### src/rtl/scrub_seq_pkg.sv
package scrub_seq_pkg;

    typedef enum logic [7:0] {
        ST_IDLE = 8'h00,
        ST_INIT = 8'h01,
        ST_OBSV = 8'h02,
        ST_CORR = 8'h04,
        ST_CLSF = 8'h08,
        ST_INJT = 8'h10
    } scrub_state_e;

    localparam int NUM_CMDS = 3;
    // Decoder slot order: 0 = park, 1 = resume watching, 2 = inject
    localparam logic [7:0] CMD_TABLE [NUM_CMDS] = '{8'h49, 8'h4F, 8'h4E};

    localparam int CMD_SLOT_IDLE = 0;
    localparam int CMD_SLOT_OBSV = 1;
    localparam int CMD_SLOT_INJT = 2;

    localparam logic [3:0] ADDR_TAG = 4'hC;

endpackage

### src/rtl/scrub_cmd_decode.sv
module scrub_cmd_decode
    import scrub_seq_pkg::*;
(
    input  logic                cmd_valid,
    input  logic [7:0]          cmd_code,
    output logic [NUM_CMDS-1:0] cmd_hit
);

    for (genvar g = 0; g < NUM_CMDS; g++) begin : g_slot
        assign cmd_hit[g] = cmd_valid && (cmd_code == CMD_TABLE[g]);
    end

endmodule

### src/rtl/scrub_addr_split.sv
module scrub_addr_split
    import scrub_seq_pkg::*;
#(
    parameter int ADDR_W          = 40,
    parameter int WORDS_PER_FRAME = 93,
    parameter int DATA_W          = 32,
    localparam int BIT_W   = $clog2(DATA_W),
    localparam int WORD_W  = $clog2(WORDS_PER_FRAME),
    localparam int TAG_W   = 4,
    localparam int FRAME_W = ADDR_W - TAG_W - WORD_W - BIT_W
) (
    input  logic [ADDR_W-1:0]  addr,
    output logic [FRAME_W-1:0] frame,
    output logic [WORD_W-1:0]  word,
    output logic [BIT_W-1:0]   bit_idx,
    output logic               addr_ok
);

    localparam logic [WORD_W-1:0] WORD_LIMIT = WORD_W'(WORDS_PER_FRAME);

    logic [TAG_W-1:0] tag;

    always_comb begin
        bit_idx = addr[BIT_W-1:0];
        word    = addr[BIT_W +: WORD_W];
        frame   = addr[BIT_W+WORD_W +: FRAME_W];
        tag     = addr[ADDR_W-1 -: TAG_W];
        addr_ok = (tag == ADDR_TAG) && (word < WORD_LIMIT);
    end

endmodule

### src/rtl/scrub_flag_track.sv
module scrub_flag_track (
    input  logic       clk,
    input  logic       rst_n,
    input  logic       corr_done,
    input  logic       corr_ok,
    input  logic       clsf_done,
    output logic       st_uncorr,
    output logic       st_essential,
    output logic       fc_evt,
    output logic [7:0] fc_code
);

    typedef struct packed {
        logic unc;
        logic ess;
        logic evt;
    } flag_s;

    flag_s flag_d, flag_q;

    always_comb begin
        flag_d     = flag_q;
        flag_d.evt = 1'b0;
        if (corr_done) begin
            flag_d.unc = ~corr_ok;
            flag_d.evt = 1'b1;
        end
        if (clsf_done) begin
            flag_d.ess = 1'b1;
            flag_d.evt = 1'b1;
        end
    end

    always_ff @(posedge clk or negedge rst_n) begin
        if (!rst_n) flag_q <= '0;
        else        flag_q <= flag_d;
    end

    assign st_uncorr    = flag_q.unc;
    assign st_essential = flag_q.ess;
    assign fc_evt       = flag_q.evt;
    assign fc_code      = {1'b0, flag_q.ess, flag_q.unc, 5'b0};

endmodule

### src/rtl/scrub_fsm.sv
module scrub_fsm
    import scrub_seq_pkg::*;
#(
    parameter int INIT_CYCLES = 4,
    parameter int CORR_CYCLES = 3,
    parameter int CLSF_CYCLES = 2,
    parameter int INJ_CYCLES  = 2,
    parameter int FRAME_W     = 24,
    parameter int WORD_W      = 7,
    parameter int BIT_W       = 5
) (
    input  logic                clk,
    input  logic                rst_n,
    input  logic [NUM_CMDS-1:0] cmd_hit,
    input  logic                addr_ok,
    input  logic [FRAME_W-1:0]  addr_frame,
    input  logic [WORD_W-1:0]   addr_word,
    input  logic [BIT_W-1:0]    addr_bit,
    input  logic                det_valid,
    input  logic                det_correctable,
    output logic [7:0]          cur_state,
    output logic                sc_evt,
    output logic [7:0]          sc_code,
    output logic                inj_req,
    output logic [FRAME_W-1:0]  inj_frame,
    output logic [WORD_W-1:0]   inj_word,
    output logic [BIT_W-1:0]    inj_bit,
    output logic                corr_done,
    output logic                clsf_done,
    output logic                corr_ok
);

    localparam int MAX_A   = (INIT_CYCLES > CORR_CYCLES) ? INIT_CYCLES : CORR_CYCLES;
    localparam int MAX_B   = (CLSF_CYCLES > INJ_CYCLES) ? CLSF_CYCLES : INJ_CYCLES;
    localparam int MAX_DUR = (MAX_A > MAX_B) ? MAX_A : MAX_B;
    localparam int CNT_W   = $clog2(MAX_DUR + 1);

    localparam logic [CNT_W-1:0] INIT_LAST = CNT_W'(INIT_CYCLES - 1);
    localparam logic [CNT_W-1:0] CORR_LAST = CNT_W'(CORR_CYCLES - 1);
    localparam logic [CNT_W-1:0] CLSF_LAST = CNT_W'(CLSF_CYCLES - 1);
    localparam logic [CNT_W-1:0] INJ_LAST  = CNT_W'(INJ_CYCLES - 1);

    typedef struct packed {
        scrub_state_e       state;
        logic [CNT_W-1:0]   cnt;
        logic               boot;
        logic               sc_evt;
        logic [7:0]         sc_code;
        logic               inj_req;
        logic [FRAME_W-1:0] frame;
        logic [WORD_W-1:0]  word;
        logic [BIT_W-1:0]   bitx;
        logic               corr_ok;
    } fsm_s;

    fsm_s fsm_d, fsm_q;
    logic timer_last;

    always_comb begin
        unique case (fsm_q.state)
            ST_INIT: timer_last = (fsm_q.cnt == INIT_LAST);
            ST_CORR: timer_last = (fsm_q.cnt == CORR_LAST);
            ST_CLSF: timer_last = (fsm_q.cnt == CLSF_LAST);
            ST_INJT: timer_last = (fsm_q.cnt == INJ_LAST);
            default: timer_last = 1'b0;
        endcase
    end

    assign corr_done = (fsm_q.state == ST_CORR) && timer_last;
    assign clsf_done = (fsm_q.state == ST_CLSF) && timer_last;

    always_comb begin
        fsm_d         = fsm_q;
        fsm_d.sc_evt  = 1'b0;
        fsm_d.inj_req = 1'b0;
        fsm_d.boot    = 1'b0;
        fsm_d.cnt     = fsm_q.cnt + 1'b1;

        if (fsm_q.boot) begin
            fsm_d.sc_evt  = 1'b1;
            fsm_d.sc_code = ST_INIT;
        end

        unique case (fsm_q.state)
            ST_INIT: begin
                if (timer_last) fsm_d.state = ST_OBSV;
            end
            ST_OBSV: begin
                fsm_d.cnt = '0;
                if (det_valid) begin
                    fsm_d.state   = ST_CORR;
                    fsm_d.corr_ok = det_correctable;
                end else if (cmd_hit[CMD_SLOT_IDLE]) begin
                    fsm_d.state = ST_IDLE;
                end
            end
            ST_IDLE: begin
                fsm_d.cnt = '0;
                if (cmd_hit[CMD_SLOT_OBSV]) begin
                    fsm_d.state = ST_OBSV;
                end else if (cmd_hit[CMD_SLOT_INJT] && addr_ok) begin
                    fsm_d.state   = ST_INJT;
                    fsm_d.inj_req = 1'b1;
                    fsm_d.frame   = addr_frame;
                    fsm_d.word    = addr_word;
                    fsm_d.bitx    = addr_bit;
                end
            end
            ST_CORR: begin
                if (timer_last) fsm_d.state = ST_CLSF;
            end
            ST_CLSF: begin
                if (timer_last) fsm_d.state = ST_OBSV;
            end
            ST_INJT: begin
                if (timer_last) fsm_d.state = ST_IDLE;
            end
            default: fsm_d.state = ST_IDLE;
        endcase

        if (fsm_d.state != fsm_q.state) begin
            fsm_d.cnt     = '0;
            fsm_d.sc_evt  = 1'b1;
            fsm_d.sc_code = fsm_d.state;
        end
    end

    always_ff @(posedge clk or negedge rst_n) begin
        if (!rst_n) begin
            fsm_q       <= '0;
            fsm_q.state <= ST_INIT;
            fsm_q.boot  <= 1'b1;
        end else begin
            fsm_q <= fsm_d;
        end
    end

    assign cur_state = fsm_q.state;
    assign sc_evt    = fsm_q.sc_evt;
    assign sc_code   = fsm_q.sc_code;
    assign inj_req   = fsm_q.inj_req;
    assign inj_frame = fsm_q.frame;
    assign inj_word  = fsm_q.word;
    assign inj_bit   = fsm_q.bitx;
    assign corr_ok   = fsm_q.corr_ok;

endmodule

### src/rtl/scrub_seq.sv
module scrub_seq
    import scrub_seq_pkg::*;
#(
    parameter int INIT_CYCLES     = 4,
    parameter int CORR_CYCLES     = 3,
    parameter int CLSF_CYCLES     = 2,
    parameter int INJ_CYCLES      = 2,
    parameter int ADDR_W          = 40,
    parameter int WORDS_PER_FRAME = 93,
    parameter int DATA_W          = 32,
    localparam int BIT_W   = $clog2(DATA_W),
    localparam int WORD_W  = $clog2(WORDS_PER_FRAME),
    localparam int FRAME_W = ADDR_W - 4 - WORD_W - BIT_W
) (
    input  logic               clk,
    input  logic               rst_n,
    input  logic               cmd_valid,
    input  logic [7:0]         cmd_code,
    input  logic [ADDR_W-1:0]  cmd_addr,
    input  logic               det_valid,
    input  logic               det_correctable,
    output logic [7:0]         cur_state,
    output logic [4:0]         st_onehot,
    output logic               st_uncorr,
    output logic               st_essential,
    output logic               sc_evt,
    output logic [7:0]         sc_code,
    output logic               fc_evt,
    output logic [7:0]         fc_code,
    output logic               inj_req,
    output logic [FRAME_W-1:0] inj_frame,
    output logic [WORD_W-1:0]  inj_word,
    output logic [BIT_W-1:0]   inj_bit
);

    logic [NUM_CMDS-1:0] cmd_hit;
    logic                addr_ok;
    logic [FRAME_W-1:0]  addr_frame;
    logic [WORD_W-1:0]   addr_word;
    logic [BIT_W-1:0]    addr_bit;
    logic                corr_done;
    logic                clsf_done;
    logic                corr_ok;

    scrub_cmd_decode u_dec (
        .cmd_valid (cmd_valid),
        .cmd_code  (cmd_code),
        .cmd_hit   (cmd_hit)
    );

    scrub_addr_split #(
        .ADDR_W          (ADDR_W),
        .WORDS_PER_FRAME (WORDS_PER_FRAME),
        .DATA_W          (DATA_W)
    ) u_split (
        .addr    (cmd_addr),
        .frame   (addr_frame),
        .word    (addr_word),
        .bit_idx (addr_bit),
        .addr_ok (addr_ok)
    );

    scrub_fsm #(
        .INIT_CYCLES (INIT_CYCLES),
        .CORR_CYCLES (CORR_CYCLES),
        .CLSF_CYCLES (CLSF_CYCLES),
        .INJ_CYCLES  (INJ_CYCLES),
        .FRAME_W     (FRAME_W),
        .WORD_W      (WORD_W),
        .BIT_W       (BIT_W)
    ) u_fsm (
        .clk             (clk),
        .rst_n           (rst_n),
        .cmd_hit         (cmd_hit),
        .addr_ok         (addr_ok),
        .addr_frame      (addr_frame),
        .addr_word       (addr_word),
        .addr_bit        (addr_bit),
        .det_valid       (det_valid),
        .det_correctable (det_correctable),
        .cur_state       (cur_state),
        .sc_evt          (sc_evt),
        .sc_code         (sc_code),
        .inj_req         (inj_req),
        .inj_frame       (inj_frame),
        .inj_word        (inj_word),
        .inj_bit         (inj_bit),
        .corr_done       (corr_done),
        .clsf_done       (clsf_done),
        .corr_ok         (corr_ok)
    );

    scrub_flag_track u_flags (
        .clk          (clk),
        .rst_n        (rst_n),
        .corr_done    (corr_done),
        .corr_ok      (corr_ok),
        .clsf_done    (clsf_done),
        .st_uncorr    (st_uncorr),
        .st_essential (st_essential),
        .fc_evt       (fc_evt),
        .fc_code      (fc_code)
    );

    // Status bit positions coincide with the state code bits
    assign st_onehot = cur_state[4:0];

endmodule

### config.mk
export PLATFORM = sky130hd
export DESIGN_NAME = scrub_seq
export DESIGN_NICKNAME = d
export VERILOG_FILES = /design/src/rtl/scrub_seq_pkg.sv /design/src/rtl/scrub_cmd_decode.sv /design/src/rtl/scrub_addr_split.sv /design/src/rtl/scrub_flag_track.sv /design/src/rtl/scrub_fsm.sv /design/src/rtl/scrub_seq.sv
export SDC_FILE = /design/constraint.sdc
export NUM_CORES = 1
export LEC_CHECK = 0
export BUFFER_PORTS_ARGS = -buffer_cell sky130_fd_sc_hd__buf_2
export CAP_MARGIN = 20
export CELL_PAD_IN_SITES_DETAIL_PLACEMENT = 2
export CELL_PAD_IN_SITES_GLOBAL_PLACEMENT = 2
export CORE_ASPECT_RATIO = 0.8
export CORE_MARGIN = 5
export CORE_UTILIZATION = 30
export DETAILED_ROUTE_END_ITERATION = 16
export PLACE_DENSITY = 0.77
export SYNTH_ARGS = -nofsm -noshare
export SYNTH_HDL_FRONTEND = slang
export SYNTH_SLANG_ARGS = --single-unit
### constraint.sdc
create_clock -name clk -period 2.6 [get_ports clk]
set_clock_uncertainty 0.2 [all_clocks]
set_input_delay 0.39 -clock clk [delete_from_list [all_inputs] [get_ports clk]]
set_output_delay 0.39 -clock clk [all_outputs]
set_load 0.01 [all_outputs]
==> flow_summary.json <==
{
  "synth_cells": 258,
  "gr-total-overflow": 0,
  "insertion_delay_ps": 320,
  "fin_crit_sh_pct": 94.9,
  "vias_per_cell": 4.36,
  "synth_mux_area_share_pct": 13.8,
  "synth.area.top_cells": "dfrtp_1, buf_4, mux2_2",
  "synth_common_cells": "buf_4, dfrtp_1, mux2_2, nand2b_1",
  "drive_gt1_share_pct": 55.7,
  "vdd_drop_max_mv": 0.342,
  "final_cells": 474,
  "critPathRequiredTime_ps": 2590,
  "synth_fa_ha_area_share_pct": 0.403,
  "drt_iter0_drc": 92,
  "hp-start": "det_correctable",
  "stdcell_area_um2": 3710,
  "clk_path_buf_depth": 2,
  "max_freq_ghz": 0.405,
  "num_vias": 2068,
  "synthArstFlopShare_pct": 100,
  "min_to": "u_fsm.corr_ok",
  "die_y_um": 101,
  "timing_worst_setup_path_type": "flop to flop",
  "power_density_nw_per_um2": 577,
  "hpwl_mm": 6.21,
  "diodes": 0,
  "n_fill_cell": 1105,
  "dp.cells": 456,
  "drt-total-wl_mm": 8.02,
  "grt_antenna_before_repair": 0,
  "synth_top_flop_cell": "dfrtp_1",
  "reg2reg_slack_ps": 130,
  "hold_class": "input pin to flop",
  "whs_ps": 97.3,
  "slew_headroom_pct": 58.3,
  "cp-start-kind": "flop",
  "synth.most_common_cell": "buf_4",
  "grt_pass1_wl_mm": 12.6,
  "cp-end-kind": "flop",
  "drv_cap": 0,
  "cp.arrival_ps": 2450,
  "yosys.area_share.simple_pct": 10.9,
  "ant_nets": 0,
  "grt_max_degree": 38,
  "routedWlPerCell_um": 16.9,
  "die_w_um": 124,
  "timing.rr.start": "u_fsm.cur_state[1]",
  "h-tree-depth": 3,
  "placed_area_um2": 3420,
  "syn_area_per_cell_um2": 12.0,
  "reg2reg_to": "u_fsm.sc_code[1]",
  "numCtsBuffers": 9,
  "setup_viol_count_final": 0,
  "yosys.area.top_type": "dfrtp_1",
  "synth_seq_cells": 62,
  "leakagePower_nw": 2.04,
  "tightestPinTransition_ps": 620,
  "ys_types": 45,
  "start_util_pct": 30.4,
  "synth_compound_area_share_pct": 5.69,
  "place.gp.congestion": 0.844,
  "status": "complete, no violations",
  "syn_to_final_growth_pct": 19.6,
  "holdPathStages": 2,
  "cts_tree": "yes",
  "synth_edf_count": 0,
  "multi_input_area_um2": 1030,
  "regArea_um2": 1550,
  "synth_xor_xnor_area_share_pct": 1.13,
  "drcViolationCount": 0,
  "maxSlewViolCount": 0,
  "grt_usage_pct": 13.4,
  "grt_pass1_vias": 2370,
  "finalSetupTns_ps": 0,
  "yosysWarnings": 0,
  "synth_top_area_share_pct": 48.4,
  "path_clk_slew_ps": 50,
  "io_pins": 123,
  "finalCriticalPeriod_ps": 2470,
  "nets": 383,
  "io_buffers": 116,
  "dieArea_um2": 12500,
  "core-area_um2": 10200,
  "cp_max_fo": 8,
  "rsz0062_at_grt": "no",
  "clock-root-buffer": "clkbuf_16",
  "cts_sinks": 62,
  "rr_worst_depth": 6,
  "seq_area_frac_synth_pct": 50.1,
  "synth_top_family_by_area": "buffers and inverters",
  "row_count": 33,
  "hold_violations": 0,
  "syn-cell-area_um2": 3100,
  "dr.pass1.iters": 4
}
-- placed cells by master (no fill, tap or decap), drive strengths merged, types with 2 or more instances in the layout --
master  synthesis  final
nor2            7      7
inv             5      5
xnor2           3      3
and3b           2      2
nor3            2      2
mux2           37     37
clkinv          0      3
buf            74    124
and4            3      3
nor4            2      2
clkbuf          0     12
a22oi           2      2
nor3b           4      4
nand2b          8      8
conb            1     10
dfrtp          60     60
a21oi           5      5
nand3           4      4
o21ai           6      6
dfstp           2      2
nor4b           3      3
nand2           6      6
a211oi          2      2
and3            4      4
-- layout make-up --
class,count,share of cell area (%)
Clock buffer,12,6.64
Clock inverter,4,0.607
Inverter,5,0.506
Multi-Input combinational cell,126,27.8
Sequential cell,62,41.9
Tap cell,140,4.72
Timing Repair Buffer,125,17.9
-- critical path: stages, from the launching register on --
cell and delay (ps):
dfrtp_1 440, or4_4 600, a21oi_1 380, nand4_4 200, a211oi_4 240, buf_4 190, o21ai_1 90
-- state kept, by name, summed over array words and instances (netlist names) --
register / flops
u_fsm.cur_state: 8
u_fsm.inj_frame: 24
u_fsm.inj_req: 1
u_fsm.inj_word: 7
u_fsm.sc_evt: 1
u_flags.st_uncorr: 1
u_fsm.corr_ok: 1
u_flags.st_essential: 1
u_fsm.inj_bit: 5
u_fsm.fsm_q: 4
u_fsm.sc_code: 8
u_flags.fc_evt: 1
-- worst max path at each step --
stage / from / to / slack, ps
after global placement: cmd_code[5] / u_fsm.inj_frame[10] / 60
after CTS: u_fsm.cur_state[1] / u_fsm.sc_code[1] / 50
after global routing: u_fsm.cur_state[1] / u_fsm.sc_code[1] / 30
after detailed placement: cmd_code[5] / u_fsm.inj_word[2] / 60
after floorplan: u_fsm.cur_state[1] / u_fsm.sc_code[1] / 320
final: u_fsm.cur_state[1] / u_fsm.sc_code[1] / 130
-- through the flow --
step	setup WS, ps	total power [mW]	util [%]
2_1_floorplan	324	1.02	-
3_3_place_gp	62.3	1.08	33.5
3_5_place_dp	59.3	1.09	33.5
4_1_cts	52.5	2.19	36.3
5_1_grt	31.5	2.25	36.4
6_report	133	2.14	36.4
-- metal layers --
metal / vias to the layer above / global-route usage [%] / wire (um)
met1: 1016 / 16.7 / 3420
met4: 0 / 6.47 / 208
li1: 951 / - / -
met2: 87 / 20.5 / 3750
met3: 14 / 4.77 / 640
met5: - / 0 / 0
-- cells by family after synthesis --
kind of cell             count (synthesis)
AO/OA/AOI/OAI                           22
flip-flops                              62
buffers and inverters                   79
adder cells (fa/ha/maj)                  1
XOR/XNOR                                 4
AND/OR/NAND/NOR                         51
multiplexers                            38
other                                    1
-- report_power, final --
part	internal, mW	switching, mW
logic	0.0424	0.0519
clock network	0.665	0.405
registers	0.971	0.00555
total	1.68	0.463
-- repair_timing --
action,CTS,global route
setup buffers,0,1
hold buffers,1,0
endpoints found under the setup margin,0,8
hold endpoints to repair,17,0
resized for setup,0,1
No activity file was read; power rests on OpenSTA's default activity.
